--- src/rtl/tmds_enc_pkg.sv ---
package tmds_enc_pkg;
  localparam int DATA_W  = 8;
  localparam int SYM_W   = DATA_W + 2;
  localparam int POP_W   = $clog2(DATA_W + 1);
  localparam int DISP_W  = $clog2(DATA_W + 2) + 2;
  localparam int CTRL_W  = 2;

  localparam logic [SYM_W-1:0] TOK_00 = 10'b1101010100;
  localparam logic [SYM_W-1:0] TOK_01 = 10'b0010101011;
  localparam logic [SYM_W-1:0] TOK_10 = 10'b0101010100;
  localparam logic [SYM_W-1:0] TOK_11 = 10'b1010101011;

  typedef logic signed [DISP_W-1:0] disp_t;
endpackage

--- src/rtl/tmds_ones_count.sv ---
module tmds_ones_count #(
  parameter int W   = 8,
  parameter int OUT = $clog2(W + 1)
) (
  input  logic [W-1:0]   vec_i,
  output logic [OUT-1:0] ones_o
);
  always_comb begin
    ones_o = '0;
    for (int i = 0; i < W; i++) begin
      ones_o = ones_o + OUT'(vec_i[i]);
    end
  end
endmodule

--- src/rtl/tmds_xition_stage.sv ---
module tmds_xition_stage
  import tmds_enc_pkg::*;
(
  input  logic              use_xnor_i,
  input  logic [DATA_W-1:0] data_i,
  output logic [DATA_W:0]   qm_o
);
  // Chain starts at bit 0 and runs upward; XNOR is XOR followed by a flip.
  assign qm_o[0] = data_i[0];
  for (genvar i = 1; i < DATA_W; i++) begin : g_chain
    assign qm_o[i] = qm_o[i-1] ^ data_i[i] ^ use_xnor_i;
  end
  assign qm_o[DATA_W] = ~use_xnor_i;
endmodule

--- src/rtl/tmds_ctrl_token.sv ---
module tmds_ctrl_token
  import tmds_enc_pkg::*;
(
  input  logic [CTRL_W-1:0] ctrl_i,
  output logic [SYM_W-1:0]  tok_o
);
  always_comb begin
    unique case (ctrl_i)
      2'b00:   tok_o = TOK_00;
      2'b01:   tok_o = TOK_01;
      2'b10:   tok_o = TOK_10;
      default: tok_o = TOK_11;
    endcase
  end
endmodule

--- src/rtl/tmds_dc_balancer.sv ---
module tmds_dc_balancer
  import tmds_enc_pkg::*;
(
  input  logic             clk,
  input  logic             rst_n,
  input  logic             data_en_i,
  input  logic [DATA_W:0]  qm_i,
  input  logic [POP_W-1:0] qm_ones_i,
  output logic [SYM_W-1:0] sym_o
);
  disp_t disp_q, disp_d;
  disp_t imbal, delta;
  logic  invert;

  always_comb begin
    imbal = disp_t'(qm_ones_i) * disp_t'(2) - disp_t'(DATA_W);
    if (disp_q == '0 || imbal == '0) begin
      invert = ~qm_i[DATA_W];
    end else begin
      invert = (disp_q[DISP_W-1] == imbal[DISP_W-1]);
    end
    sym_o = {invert, qm_i[DATA_W], invert ? ~qm_i[DATA_W-1:0] : qm_i[DATA_W-1:0]};
    // Disparity contributed by the full symbol: byte, mode bit, flag bit.
    delta = (invert ? -imbal : imbal)
          + (qm_i[DATA_W] ? disp_t'(1) : disp_t'(-1))
          + (invert ? disp_t'(1) : disp_t'(-1));
    disp_d = data_en_i ? disp_q + delta : '0;
  end

  always_ff @(posedge clk or negedge rst_n) begin
    if (!rst_n) disp_q <= '0;
    else        disp_q <= disp_d;
  end

  assert_disp_bounded_R8: assert property (@(posedge clk) disable iff (!rst_n)
    (disp_q <= disp_t'(DATA_W)) && (disp_q >= -disp_t'(DATA_W)));

  assert_disp_cleared_R7: assert property (@(posedge clk) disable iff (!rst_n)
    !data_en_i |=> disp_q == '0);
endmodule

--- src/rtl/tmds_lane_encoder.sv ---
module tmds_lane_encoder
  import tmds_enc_pkg::*;
(
  input  logic              clk,
  input  logic              rst_n,
  input  logic              de_i,
  input  logic [CTRL_W-1:0] ctrl_i,
  input  logic [DATA_W-1:0] data_i,
  output logic [SYM_W-1:0]  sym_o
);
  logic [POP_W-1:0] data_ones, qm_ones;
  logic             use_xnor;
  logic [DATA_W:0]  qm;
  logic [SYM_W-1:0] data_sym, ctrl_sym, sym_d, sym_q;

  tmds_ones_count #(.W(DATA_W), .OUT(POP_W)) u_cnt_data (
    .vec_i(data_i), .ones_o(data_ones));

  always_comb begin
    use_xnor = (data_ones > POP_W'(DATA_W/2)) ||
               ((data_ones == POP_W'(DATA_W/2)) && !data_i[0]);
  end

  tmds_xition_stage u_xition (
    .use_xnor_i(use_xnor), .data_i(data_i), .qm_o(qm));

  tmds_ones_count #(.W(DATA_W), .OUT(POP_W)) u_cnt_qm (
    .vec_i(qm[DATA_W-1:0]), .ones_o(qm_ones));

  tmds_dc_balancer u_balance (
    .clk(clk), .rst_n(rst_n), .data_en_i(de_i),
    .qm_i(qm), .qm_ones_i(qm_ones), .sym_o(data_sym));

  tmds_ctrl_token u_token (.ctrl_i(ctrl_i), .tok_o(ctrl_sym));

  always_comb sym_d = de_i ? data_sym : ctrl_sym;

  always_ff @(posedge clk or negedge rst_n) begin
    if (!rst_n) sym_q <= TOK_00;
    else        sym_q <= sym_d;
  end

  assign sym_o = sym_q;

  // Independent decoder used only by the checks below.
  function automatic logic [DATA_W-1:0] undo_sym(input logic [SYM_W-1:0] s);
    logic [DATA_W-1:0] w, d;
    w = s[DATA_W+1] ? ~s[DATA_W-1:0] : s[DATA_W-1:0];
    d[0] = w[0];
    for (int i = 1; i < DATA_W; i++) d[i] = s[DATA_W] ? (w[i] ^ w[i-1]) : ~(w[i] ^ w[i-1]);
    return d;
  endfunction

  assert_decode_R9: assert property (@(posedge clk) disable iff (!rst_n)
    $past(rst_n) && $past(de_i) |-> undo_sym(sym_o) == $past(data_i));

  assert_xnor_choice_R3: assert property (@(posedge clk) disable iff (!rst_n)
    $past(rst_n) && $past(de_i) && !sym_o[DATA_W] |-> $countones($past(data_i)) >= DATA_W/2);

  assert_ctrl_token_R2: assert property (@(posedge clk) disable iff (!rst_n)
    $past(rst_n) && !$past(de_i) |->
      ((sym_o == TOK_00) || (sym_o == TOK_01) || (sym_o == TOK_10) || (sym_o == TOK_11)));
endmodule

--- config.mk ---
export PLATFORM = sky130hd
export DESIGN_NAME = tmds_lane_encoder
export DESIGN_NICKNAME = d
export VERILOG_FILES = /design/src/rtl/tmds_enc_pkg.sv /design/src/rtl/tmds_ones_count.sv /design/src/rtl/tmds_xition_stage.sv /design/src/rtl/tmds_ctrl_token.sv /design/src/rtl/tmds_dc_balancer.sv /design/src/rtl/tmds_lane_encoder.sv
export SDC_FILE = /design/constraint.sdc
export NUM_CORES = 1
export LEC_CHECK = 0
export CORE_MARGIN = 8
export CORE_UTILIZATION = 30
export DETAILED_ROUTE_END_ITERATION = 7
export GPL_TIMING_DRIVEN = 0
export PLACE_DENSITY = 0.59
export SLEW_MARGIN = 40
export SYNTH_ARGS = -nofsm -noshare
export SYNTH_HDL_FRONTEND = slang
export SYNTH_HIERARCHICAL = 1
export SYNTH_SLANG_ARGS = --single-unit
--- constraint.sdc ---
create_clock -name clk -period 11.07 [get_ports clk]
set_input_delay 1.107 -clock clk [delete_from_list [all_inputs] [get_ports clk]]
set_output_delay 1.107 -clock clk [all_outputs]
set_load 0.01 [all_outputs]
==> results of run 1 <==
## how the worst max path moves through the flow
stage / endpoint / slack [ns] / cells past startpoint
2_1_floorplan: u_balance/disp_q[5] / 1.39 / 40
3_3_place_gp: u_balance/disp_q[5] / 0.18 / 42
3_5_place_dp: u_balance/disp_q[5] / 0.07 / 42
4_1_cts: u_balance/disp_q[5] / 0.33 / 42
5_1_grt: u_balance/disp_q[5] / -0.008 / 42
6_report: u_balance/disp_q[5] / 0.63 / 42
## through the flow
step,setup TNS (ns),hold WS (ns),setup WS [ns],instances,utilization [%]
after floorplan,0,0.519,1.39,206,-
after global placement,0,0.567,0.183,308,35.2
after detailed placement,0,0.578,0.0712,308,35.2
after CTS,0,0.594,0.327,312,36.0
after global routing,-0.00784,0.647,-0.00784,315,36.8
final,0,0.596,0.631,315,36.8
## Yosys cell counts (2+ instances only)
cell and number:
sky130_fd_sc_hd__o21ai_0 3, sky130_fd_sc_hd__dfrtp_1 11, sky130_fd_sc_hd__xnor2_1 28, sky130_fd_sc_hd__or2_1 2
sky130_fd_sc_hd__ha_1 20, sky130_fd_sc_hd__nand2_1 6, sky130_fd_sc_hd__buf_4 11, sky130_fd_sc_hd__a21oi_1 3
sky130_fd_sc_hd__xor2_1 3, sky130_fd_sc_hd__fa_1 15, sky130_fd_sc_hd__nor2_1 4, sky130_fd_sc_hd__inv_1 55
sky130_fd_sc_hd__mux2_4 10, sky130_fd_sc_hd__nor2b_1 8, sky130_fd_sc_hd__dfstp_2 5, sky130_fd_sc_hd__and2_1 5
## kinds of logic after synthesis
group	after synthesis
adders and majority gates	36
DFF	16
muxes	11
buffers and inverters	67
xor gates and xnor gates	33
AOI/OAI and AO/OA	13
and+or+nand+nor	30
## routing by layer
layer	global-route usage (%)	part of all wire (%)	up-vias
met5	0	0	-
li1	-	-	668
met1	10.4	47	623
met4	2.48	1.1	0
met2	12.9	49	15
met3	1.42	2.8	4
## state kept, by name, indices dropped and copies added (netlist names)
name	flops
sym_o	10
u_balance/disp_q	6
## cell type report
class	instances	share of cell area [%]
multi-input combinational	123	55.1
sequential	16	16.5
timing repair buffer	25	9.87
inverter	55	8.40
tap	80	4.07
buffer	12	3.82
clock buffer	4	2.24
## critical path: cells and delay by family
family,cells,cell delay (ns)
XOR/XNOR,3,0.49
AO/OA/AOI/OAI,4,0.76
AND/OR/NAND/NOR,6,0.75
multiplexers,1,0.31
buffers and inverters,13,1.38
adder cells (fa/ha/maj),15,5.78
## timing repair
item	CTS	global route
resized for setup	0	6
buffers inserted	0	3
endpoints found under the setup margin	0	3
==> qor.log, run 1 <==
qor: outcome.outcome finished clean
qor: critical_path.worst_reg_to_reg_path_cell_count 16
qor: yosys.muxShareOfSynthArea 8.51%
qor: critical_path.worst_setup_path_end_kind flop
qor: floorplan.num_io_pins 23
qor: yosys.synth-seq-cells 16
qor: placed_design.routability_congestion 0.778
qor: global_routing.largest_net_degree_at_the_start_of_global_routing 17
qor: clocking.clock-root-buffer sky130_fd_sc_hd__clkbuf_8
qor: critical_path.slowest_stage sky130_fd_sc_hd__clkdlybuf4s50_1
qor: placed_design.hpwlAfterDp 2.98 mm
qor: drt.drc 0
qor: sta.tightestPinTransition 0.678 ns
qor: drt.drtIter0Drc 26
qor: yosys.synthArstFlopShare 100%
qor: floorplan.initial_core_util 30.4%
qor: yosys.synth.largest_area_cell sky130_fd_sc_hd__fa_1
qor: clocking.cts.sink_count 16
qor: sta.report.final.setup_viol 0
qor: critical_path.critical_path.max_stage_delay 0.58 ns
qor: worst_hold_path.timing.hold.worst.start u_balance/disp_q[0]
qor: global_routing.grt_overflow 0
qor: critical_path.worst-setup-path-type input port to flop
qor: yosys.synth_enable_flop_cells 0
qor: drt.post_drt_via_cell_ratio 4.16
qor: yosys.post_synth_and_or_nand_nor_area_fraction 8.51%
qor: cells_and_area.final_common_cell sky130_fd_sc_hd__inv_1
qor: worst_hold_path.holdCritPathClass flop to flop
qor: drt.detailroute.via_count 1310
qor: critical_path.worst-path-max-fanout 5
qor: clocking.number_of_h_tree_branching_levels 1
qor: yosys.synth.yosys.warnings 6
qor: sta.layout_worst_path_cycle_share 94.3%
qor: global_routing.number_of_antenna_violations_at_the_first_check_in_global_routing 0
qor: cells_and_area.nets_finish 284
qor: clocking.clock_network_latency_to_the_later_pin_of_the_worst_skew_pair 0.25 ns
qor: floorplan.die_area 9650 um^2
qor: placed_design.post_dp_cell_area 2350 um^2
qor: global_routing.groute.usage.overall 7.94%
qor: critical_path.regToRegEndpoint u_balance/disp_q[5]
qor: clocking.cts_tree built
qor: yosys.synthAdderAreaFrac 27.6%
qor: critical_path.worstPathArrival 10.58 ns
qor: sta.period_minus_slack 10.44 ns
qor: critical_path.most_frequent_cell_on_critical_path sky130_fd_sc_hd__inv_1
qor: critical_path.timing.reg2reg.setup_slack 7.10 ns
qor: critical_path.timing.critical_path.from data_i[0]
qor: drt.drt_pre_antenna_iters 3
qor: cells_and_area.syn2layout_area_growth 21.1%
qor: yosys.synthFlopType sky130_fd_sc_hd__dfrtp_1
qor: sta.timing.clock.skew 0.00650 ns
qor: drt.avgRoutedWirePerCell 11.1 um
qor: sta.fmax 0.0958 GHz
qor: drt.final_antenna_net_count 0
qor: sta.timing.final.max_slew_violations 0
qor: yosys.yosysSeqAreaShare 20.0%
qor: yosys.net_count_after_synthesis 254
qor: clocking.clk_path_buf_depth 2
qor: critical_path.critPathLaunchType input port
qor: clocking.tritoncts.num_buffers 3
qor: critical_path.worst_ep_required_time 11.21 ns
qor: yosys.yosysTopAreaCellShare 14.8%
qor: yosys.yosysUniqueCellTypes 33
qor: global_routing.first_pass_grt_wire_length 6.35 mm
qor: yosys.yosys.area_share.xor_xnor 15.8%
qor: cells_and_area.layout.cells.most_common_list sky130_fd_sc_hd__inv_1, sky130_fd_sc_hd__xnor2_1, sky130_fd_sc_hd__clkdlybuf4s50_1
qor: yosys.synth_compound_gate_area_share 4.75%
qor: floorplan.core_area 6680 um^2
qor: cells_and_area.number_of_antenna_repair_diodes 0
qor: cells_and_area.cell_area_after_layout 2460 um^2
qor: sta.hold_viol_final 0
qor: sta.max_slew_margin 54.6%
qor: floorplan.floorplan.die.height 98.3 um
qor: cells_and_area.area_taken_by_multi_input_logic_gates 1350 um^2
qor: drt.detailed_route_wire_length 3.51 mm
qor: clocking.cts_hold_buffers 0
qor: yosys.synth_area_per_cell 9.85 um^2
qor: yosys.netlist_top_cells_area sky130_fd_sc_hd__fa_1, sky130_fd_sc_hd__dfrtp_1, sky130_fd_sc_hd__ha_1
qor: cells_and_area.filler_cell_count 685
qor: cells_and_area.final_layout_size_suffix_gt1_share 20.0%
qor: floorplan.row_count 30
qor: worst_hold_path.hold_path_end u_balance/disp_q[0]
qor: global_routing.first_global_vias 1392
qor: worst_hold_path.worstHoldPathCells 1
qor: yosys.syn_area 2030 um^2
qor: floorplan.die-width 98.3 um
qor: cells_and_area.sequential_cell_area 407 um^2
qor: yosys.post_synth_inst_count 206
qor: flow_run.timing.max_cap.violations 0
qor: clocking.clk_pin_slew_worst_paths 0.06 ns
qor: placed_design.io_buffer_count 22
qor: critical_path.timing.rr.start u_balance/disp_q[5]
qor: yosys.synth_top_family_by_area adder cells
Power of run 1 is not shown: default switching activity piles up to over one toggle a cycle in this logic, so the estimate is an artifact.
==> run 2: changes to the inputs <==
--- a/config.mk
+++ b/config.mk
@@ -5,6 +5,7 @@
 export SDC_FILE = /design/constraint.sdc
 export NUM_CORES = 1
 export LEC_CHECK = 0
+export ABC_AREA = 1
 export CORE_MARGIN = 8
 export CORE_UTILIZATION = 30
 export DETAILED_ROUTE_END_ITERATION = 7
==> run 2 against run 1 <==
Sequential share of layout area fell by 1.0 points. Fmax up 0.66%. Routed wire length rose by 14%. Critical path depth increased by 9. Critical endpoint unchanged. Final cell count is 32% higher. Critical path type unchanged.
==> qor.log, run 2 <==
qor: global_routing.grt_overflow 0
qor: sta.fmax 0.0964 GHz
qor: global_routing.number_of_antenna_violations_at_the_first_check_in_global_routing 0
qor: cells_and_area.filler_cell_count 792
qor: cells_and_area.number_of_antenna_repair_diodes 0
qor: clocking.post_cts_resized 0
qor: placed_design.dpl.cell_count 412
qor: cells_and_area.area_taken_by_multi_input_logic_gates 1340 um^2
qor: clocking.number_of_h_tree_branching_levels 1
qor: critical_path.worst-setup-path-type input port to flop
qor: cells_and_area.syn2layout_area_growth 17.7%
qor: floorplan.die_area 10500 um^2
qor: floorplan.row_count 31
qor: cells_and_area.final_common_cell sky130_fd_sc_hd__inv_1
qor: yosys.synthMostInstantiatedCell sky130_fd_sc_hd__inv_1
qor: yosys.synth_area_per_cell 7.67 um^2
qor: global_routing.largest_net_degree_at_the_start_of_global_routing 17
qor: sta.max_slew_margin 72.5%
qor: floorplan.die-width 102 um
qor: drt.avgRoutedWirePerCell 9.64 um
qor: yosys.net_count_after_synthesis 339
qor: drt.detailed_route_wire_length 4.01 mm
qor: clocking.cts_hold_buffers 0
qor: clocking.clk_pin_slew_worst_paths 0.07 ns
qor: sta.hold_viol_final 0
qor: clocking.cts.sink_count 16
qor: drt.post_drt_via_cell_ratio 3.99
qor: critical_path.worst-path-max-fanout 12
qor: flow_run.timing.max_cap.violations 0
qor: sta.report.final.setup_viol 0
qor: sta.tightestPinTransition 0.411 ns
qor: yosys.synthArstFlopShare 100%
qor: sta.layout_worst_path_cycle_share 93.7%
qor: clocking.clock-root-buffer sky130_fd_sc_hd__clkbuf_8
qor: clocking.cts_tree built
qor: floorplan.initial_core_util 30.9%
qor: sta.period_minus_slack 10.37 ns
qor: critical_path.worstPathArrival 10.52 ns
qor: critical_path.critical_path.max_stage_delay 0.59 ns
qor: yosys.syn_area 2230 um^2
qor: critical_path.slowest_stage sky130_fd_sc_hd__clkdlybuf4s50_1
qor: placed_design.routability_congestion 0.804
qor: yosys.yosysTopAreaCellShare 16.0%
qor: yosys.synthFlopType sky130_fd_sc_hd__dfrtp_1
qor: cells_and_area.final_cells 416
qor: cells_and_area.nets_finish 366
qor: sta.fin_setup_tns 0 ns
qor: clocking.tritoncts.num_buffers 3
qor: floorplan.num_io_pins 23
qor: sta.timing.final.max_slew_violations 0
qor: cells_and_area.largest_register_ffs 10
qor: placed_design.hpwlAfterDp 3.46 mm
qor: yosys.synth.yosys.warnings 6
qor: critical_path.worst_ep_required_time 11.22 ns
qor: floorplan.core_area 7210 um^2
qor: global_routing.groute.usage.overall 8.57%
qor: drt.detailroute.via_count 1661
qor: clocking.clock_network_latency_to_the_later_pin_of_the_worst_skew_pair 0.25 ns
qor: yosys.synth.largest_area_cell sky130_fd_sc_hd__inv_1
qor: critical_path.critPathLaunchType input port
qor: yosys.yosysSeqAreaShare 18.2%
qor: yosys.netlist_top_cells_area sky130_fd_sc_hd__inv_1, sky130_fd_sc_hd__fa_1, sky130_fd_sc_hd__dfrtp_1
qor: floorplan.floorplan.die.height 102 um
qor: clocking.cts_setup_buffers 0
qor: critical_path.worst_setup_path_end_kind flop
qor: yosys.synth-seq-cells 16
qor: cells_and_area.layout.cells.most_common_list sky130_fd_sc_hd__inv_1, sky130_fd_sc_hd__nand2_1, sky130_fd_sc_hd__clkdlybuf4s50_1
qor: placed_design.io_buffer_count 22
qor: yosys.yosysUniqueCellTypes 31
qor: sta.unrepaired_setup_endpoints_after_global_routing false
qor: worst_hold_path.holdCritPathClass flop to flop
qor: yosys.post_synth_inst_count 291
qor: outcome.outcome finished clean
qor: yosys.ys_top_cells_by_count sky130_fd_sc_hd__inv_1, sky130_fd_sc_hd__nand2_1, sky130_fd_sc_hd__ha_1
qor: clocking.clk_path_buf_depth 2
qor: sta.timing.clock.skew 0.00435 ns
qor: global_routing.first_pass_grt_wire_length 7.29 mm
qor: yosys.synth_enable_flop_cells 0
qor: critical_path.most_frequent_cell_on_critical_path sky130_fd_sc_hd__inv_1
qor: drt.final_antenna_net_count 0
qor: drt.drt_pre_antenna_iters 6
qor: drt.drtIter0Drc 17
qor: cells_and_area.final_layout_size_suffix_gt1_share 16.7%
qor: global_routing.first_global_vias 1771
qor: cells_and_area.sequential_cell_area 407 um^2
qor: drt.drc 0
==> run 2: changes by cell type in the layout (fill, tap and decap cells not counted), moves of 5 or more <==
cell                      before  now
sky130_fd_sc_hd__nand2_1       6   45
sky130_fd_sc_hd__nor2b_1       8    0
sky130_fd_sc_hd__mux2_4       10    0
sky130_fd_sc_hd__nand2_2       0    9
sky130_fd_sc_hd__xnor2_1      25   16
sky130_fd_sc_hd__and2_1        5    0
sky130_fd_sc_hd__nor2_1        3    9
sky130_fd_sc_hd__inv_1        54   95
sky130_fd_sc_hd__nand3_1       1   16
sky130_fd_sc_hd__o21ai_2       0   10
==> run 2: path summary, 6_finish.rpt <==
check	from	to	slack (ns)	cells past startpoint
worst max-delay path	data_i[0]	u_balance/disp_q[5]	0.70	51
worst min-delay path	u_balance/disp_q[0]	u_balance/disp_q[0]	0.50	2
worst max register to register	u_balance/disp_q[2]	u_balance/disp_q[5]	7.56	21
worst min register to register	u_balance/disp_q[0]	u_balance/disp_q[0]	0.50	2
max in group asynchronous	rst_n	sym_o[9]	10.02	1
min in group asynchronous	rst_n	u_balance/disp_q[1]	0.75	1
==> run 2: layout make-up <==
type / instances / share of cell area (%)
repair buffers: 22 / 8.20
well taps: 99 / 4.72
flip-flops and latches: 16 / 15.5
multi-input cells: 165 / 51.2
plain buffers: 14 / 4.58
inverters: 96 / 13.7
clock buffers: 4 / 2.10
==> run 2: cell families after synthesis <==
logic type / after synthesis / share of synthesized area, %
buffers and inverters: 110 / 21.5
flip-flops: 16 / 18.2
adder cells (fa/ha/maj): 35 / 24.7
XOR/XNOR: 21 / 9.09
AO/OA/AOI/OAI: 22 / 7.52
AND/OR/NAND/NOR: 87 / 19.0
==> run 2: per-layer routing <==
| metal | GRT usage, % | wire length [um] | vias to the layer above |
|---|---|---|---|
| li1 | - | - | 884 |
| met1 | 9.20 | 1690 | 746 |
| met2 | 16.3 | 2110 | 25 |
| met3 | 1.91 | 144 | 6 |
| met4 | 2.26 | 69 | 0 |
| met5 | 0 | 0 | - |
==> run 2: metrics by stage <==
stage	hold WS (ns)	util [%]	worst slack [ns]	cell area, um^2
CTS	0.506	36.5	0.609	2630
global placement	0.479	35.7	0.427	2570
floorplan	0.452	-	1.63	2230
detailed placement	0.490	35.7	0.347	2570
global route	0.532	36.4	0.0297	2630
finish	0.501	36.4	0.700	2630
==> run 2: worst max-delay path, delay by kind of cell <==
kind	cells	cell delay [ns]
and+or+nand+nor	16	1.22
xor gates and xnor gates	3	0.60
adders and majority gates	15	5.69
buffers and inverters	17	1.89
Power of run 2 is left out for the same reason.
==> run 3: changes to the inputs <==
--- a/config.mk
+++ b/config.mk
@@ -11,7 +11,7 @@
 export DETAILED_ROUTE_END_ITERATION = 7
 export GPL_TIMING_DRIVEN = 0
 export PLACE_DENSITY = 0.59
-export SLEW_MARGIN = 40
+export SLEW_MARGIN = 15
 export SYNTH_ARGS = -nofsm -noshare
 export SYNTH_HDL_FRONTEND = slang
 export SYNTH_HIERARCHICAL = 1
==> run 3 against run 2 <==
Fmax is the same. Hold slack is the same. Worst setup slack is the same. Highest routed layer unchanged. Die area is the same. Critical path depth is the same. Global-route usage is the same. First-iteration DRC count is the same. Cell area grew 0.19%. Largest cell class unchanged.
==> qor.log, run 3 (synthesis results as in run 2) <==
qor: clocking.cts.sink_count 16
qor: sta.unrepaired_setup_endpoints_after_global_routing false
qor: flow_run.timing.max_cap.violations 0
qor: clocking.clk_path_buf_depth 2
qor: drt.detailroute.via_count 1662
qor: floorplan.die_area 10500 um^2
qor: critical_path.worst_setup_path_end_kind flop
qor: global_routing.grt_overflow 0
qor: global_routing.first_pass_grt_wire_length 7.29 mm
qor: cells_and_area.final_common_cell sky130_fd_sc_hd__inv_1
qor: cells_and_area.filler_cell_count 791
qor: cells_and_area.area_taken_by_multi_input_logic_gates 1340 um^2
qor: critical_path.worst-path-max-fanout 12
qor: drt.final_antenna_net_count 0
qor: floorplan.initial_core_util 30.9%
qor: critical_path.worst_ep_required_time 11.22 ns
qor: placed_design.io_buffer_count 22
qor: floorplan.row_count 31
qor: cells_and_area.layout.core_utilization 36.5%
qor: clocking.clk_pin_slew_worst_paths 0.07 ns
qor: drt.post_drt_via_cell_ratio 4.00
qor: drt.drtIter0Drc 17
qor: sta.fin_hold_ws 0.501 ns
qor: floorplan.die-width 102 um
qor: placed_design.dp_slack 0.347 ns
qor: clocking.cts_tree built
qor: floorplan.core_area 7210 um^2
qor: global_routing.first_global_vias 1771
qor: clocking.clock_network_latency_to_the_later_pin_of_the_worst_skew_pair 0.25 ns
qor: global_routing.largest_net_degree_at_the_start_of_global_routing 17
qor: floorplan.floorplan.die.height 102 um
qor: drt.detailed_route_wire_length 4.01 mm
qor: sta.timing.clock.skew 0.00435 ns
qor: cells_and_area.largest_register_ffs 10
qor: clocking.clock-root-buffer sky130_fd_sc_hd__clkbuf_8
qor: sta.timing.final.max_slew_violations 0
qor: sta.period_minus_slack 10.37 ns
qor: clocking.cts_setup_buffers 0
qor: global_routing.number_of_antenna_violations_at_the_first_check_in_global_routing 0
qor: clocking.number_of_h_tree_branching_levels 1
qor: clocking.tritoncts.num_buffers 3
qor: cells_and_area.sequential_cell_area 407 um^2
qor: sta.layout_worst_path_cycle_share 93.7%
qor: sta.tightestPinTransition 0.686 ns
qor: critical_path.critPathLaunchType input port
qor: cells_and_area.final_layout_size_suffix_gt1_share 16.4%
qor: clocking.post_cts_resized 0
qor: clocking.cts_hold_buffers 0
qor: sta.fmax 0.0964 GHz
qor: sta.fin_setup_tns 0 ns
qor: placed_design.routability_congestion 0.804
qor: cells_and_area.layout.cells.most_common_list sky130_fd_sc_hd__inv_1, sky130_fd_sc_hd__nand2_1, sky130_fd_sc_hd__clkdlybuf4s50_1
qor: critical_path.critical_path.max_stage_delay 0.59 ns
qor: sta.postLayoutSetupSlackWorst 0.700 ns
qor: cells_and_area.syn2layout_area_growth 17.9%
qor: worst_hold_path.holdCritPathClass flop to flop
qor: drt.avgRoutedWirePerCell 9.64 um
qor: global_routing.groute.usage.overall 8.57%
qor: drt.drc 0
qor: cells_and_area.nets_finish 366
qor: sta.hold_viol_final 0
qor: critical_path.worstPathArrival 10.52 ns
qor: critical_path.slowest_stage sky130_fd_sc_hd__clkdlybuf4s50_1
qor: cells_and_area.number_of_antenna_repair_diodes 0
qor: sta.max_slew_margin 54.1%
qor: outcome.outcome finished clean
qor: critical_path.worst-setup-path-type input port to flop
qor: critical_path.most_frequent_cell_on_critical_path sky130_fd_sc_hd__inv_1
qor: sta.report.final.setup_viol 0
qor: placed_design.hpwlAfterDp 3.46 mm
qor: drt.drt_pre_antenna_iters 6
qor: floorplan.num_io_pins 23
[run 3: changes by cell type in the layout (fill, tap and decap cells not counted), sizes merged]
cell	previous run	this run
clkdlybuf4s50	21	22
buf	15	14
[run 3: routing by layer]
| metal | GRT usage [%] | vias up | part of all wire (%) |
|---|---|---|---|
| li1 | - | 884 | - |
| met1 | 9.20 | 747 | 42 |
| met2 | 16.3 | 25 | 53 |
| met3 | 1.91 | 6 | 3.6 |
| met4 | 2.26 | 0 | 1.7 |
| met5 | 0 | - | 0 |
[run 3: worst paths after layout]
kind | startpoint | endpoint | slack [ns] | cells after the start
setup / recovery | data_i[0] | u_balance/disp_q[5] | 0.70 | 51
hold / removal | u_balance/disp_q[0] | u_balance/disp_q[0] | 0.50 | 2
setup reg to reg | u_balance/disp_q[2] | u_balance/disp_q[5] | 7.56 | 21
hold reg to reg | u_balance/disp_q[0] | u_balance/disp_q[0] | 0.50 | 2
max in group asynchronous | rst_n | sym_o[5] | 9.37 | 1
min in group asynchronous | rst_n | u_balance/disp_q[1] | 1.26 | 1
[run 3: area by class of cell]
cell class | count | share of cell area [%]
Buffer | 14 | 4.57
Clock buffer | 4 | 2.09
Inverter | 96 | 13.7
Multi-Input combinational cell | 165 | 51.1
Sequential cell | 16 | 15.5
Tap cell | 99 | 4.71
Timing Repair Buffer | 22 | 8.37
[run 3: critical path, delay by kind of cell]
family | cells | cell delay [ns]
xor gates and xnor gates | 3 | 0.60
buffers and inverters | 17 | 1.89
adders and majority gates | 15 | 5.69
and+or+nand+nor | 16 | 1.22
[run 3: stage by stage]
| step | instance area, um^2 | std cells |
|---|---|---|
| 5_1_grt | 2630 | 416 |
| 2_1_floorplan | 2230 | 291 |
| 3_3_place_gp | 2570 | 412 |
| 4_1_cts | 2630 | 416 |
| 6_report | 2630 | 416 |
| 3_5_place_dp | 2570 | 412 |
Power of run 3 is left out for the same reason.
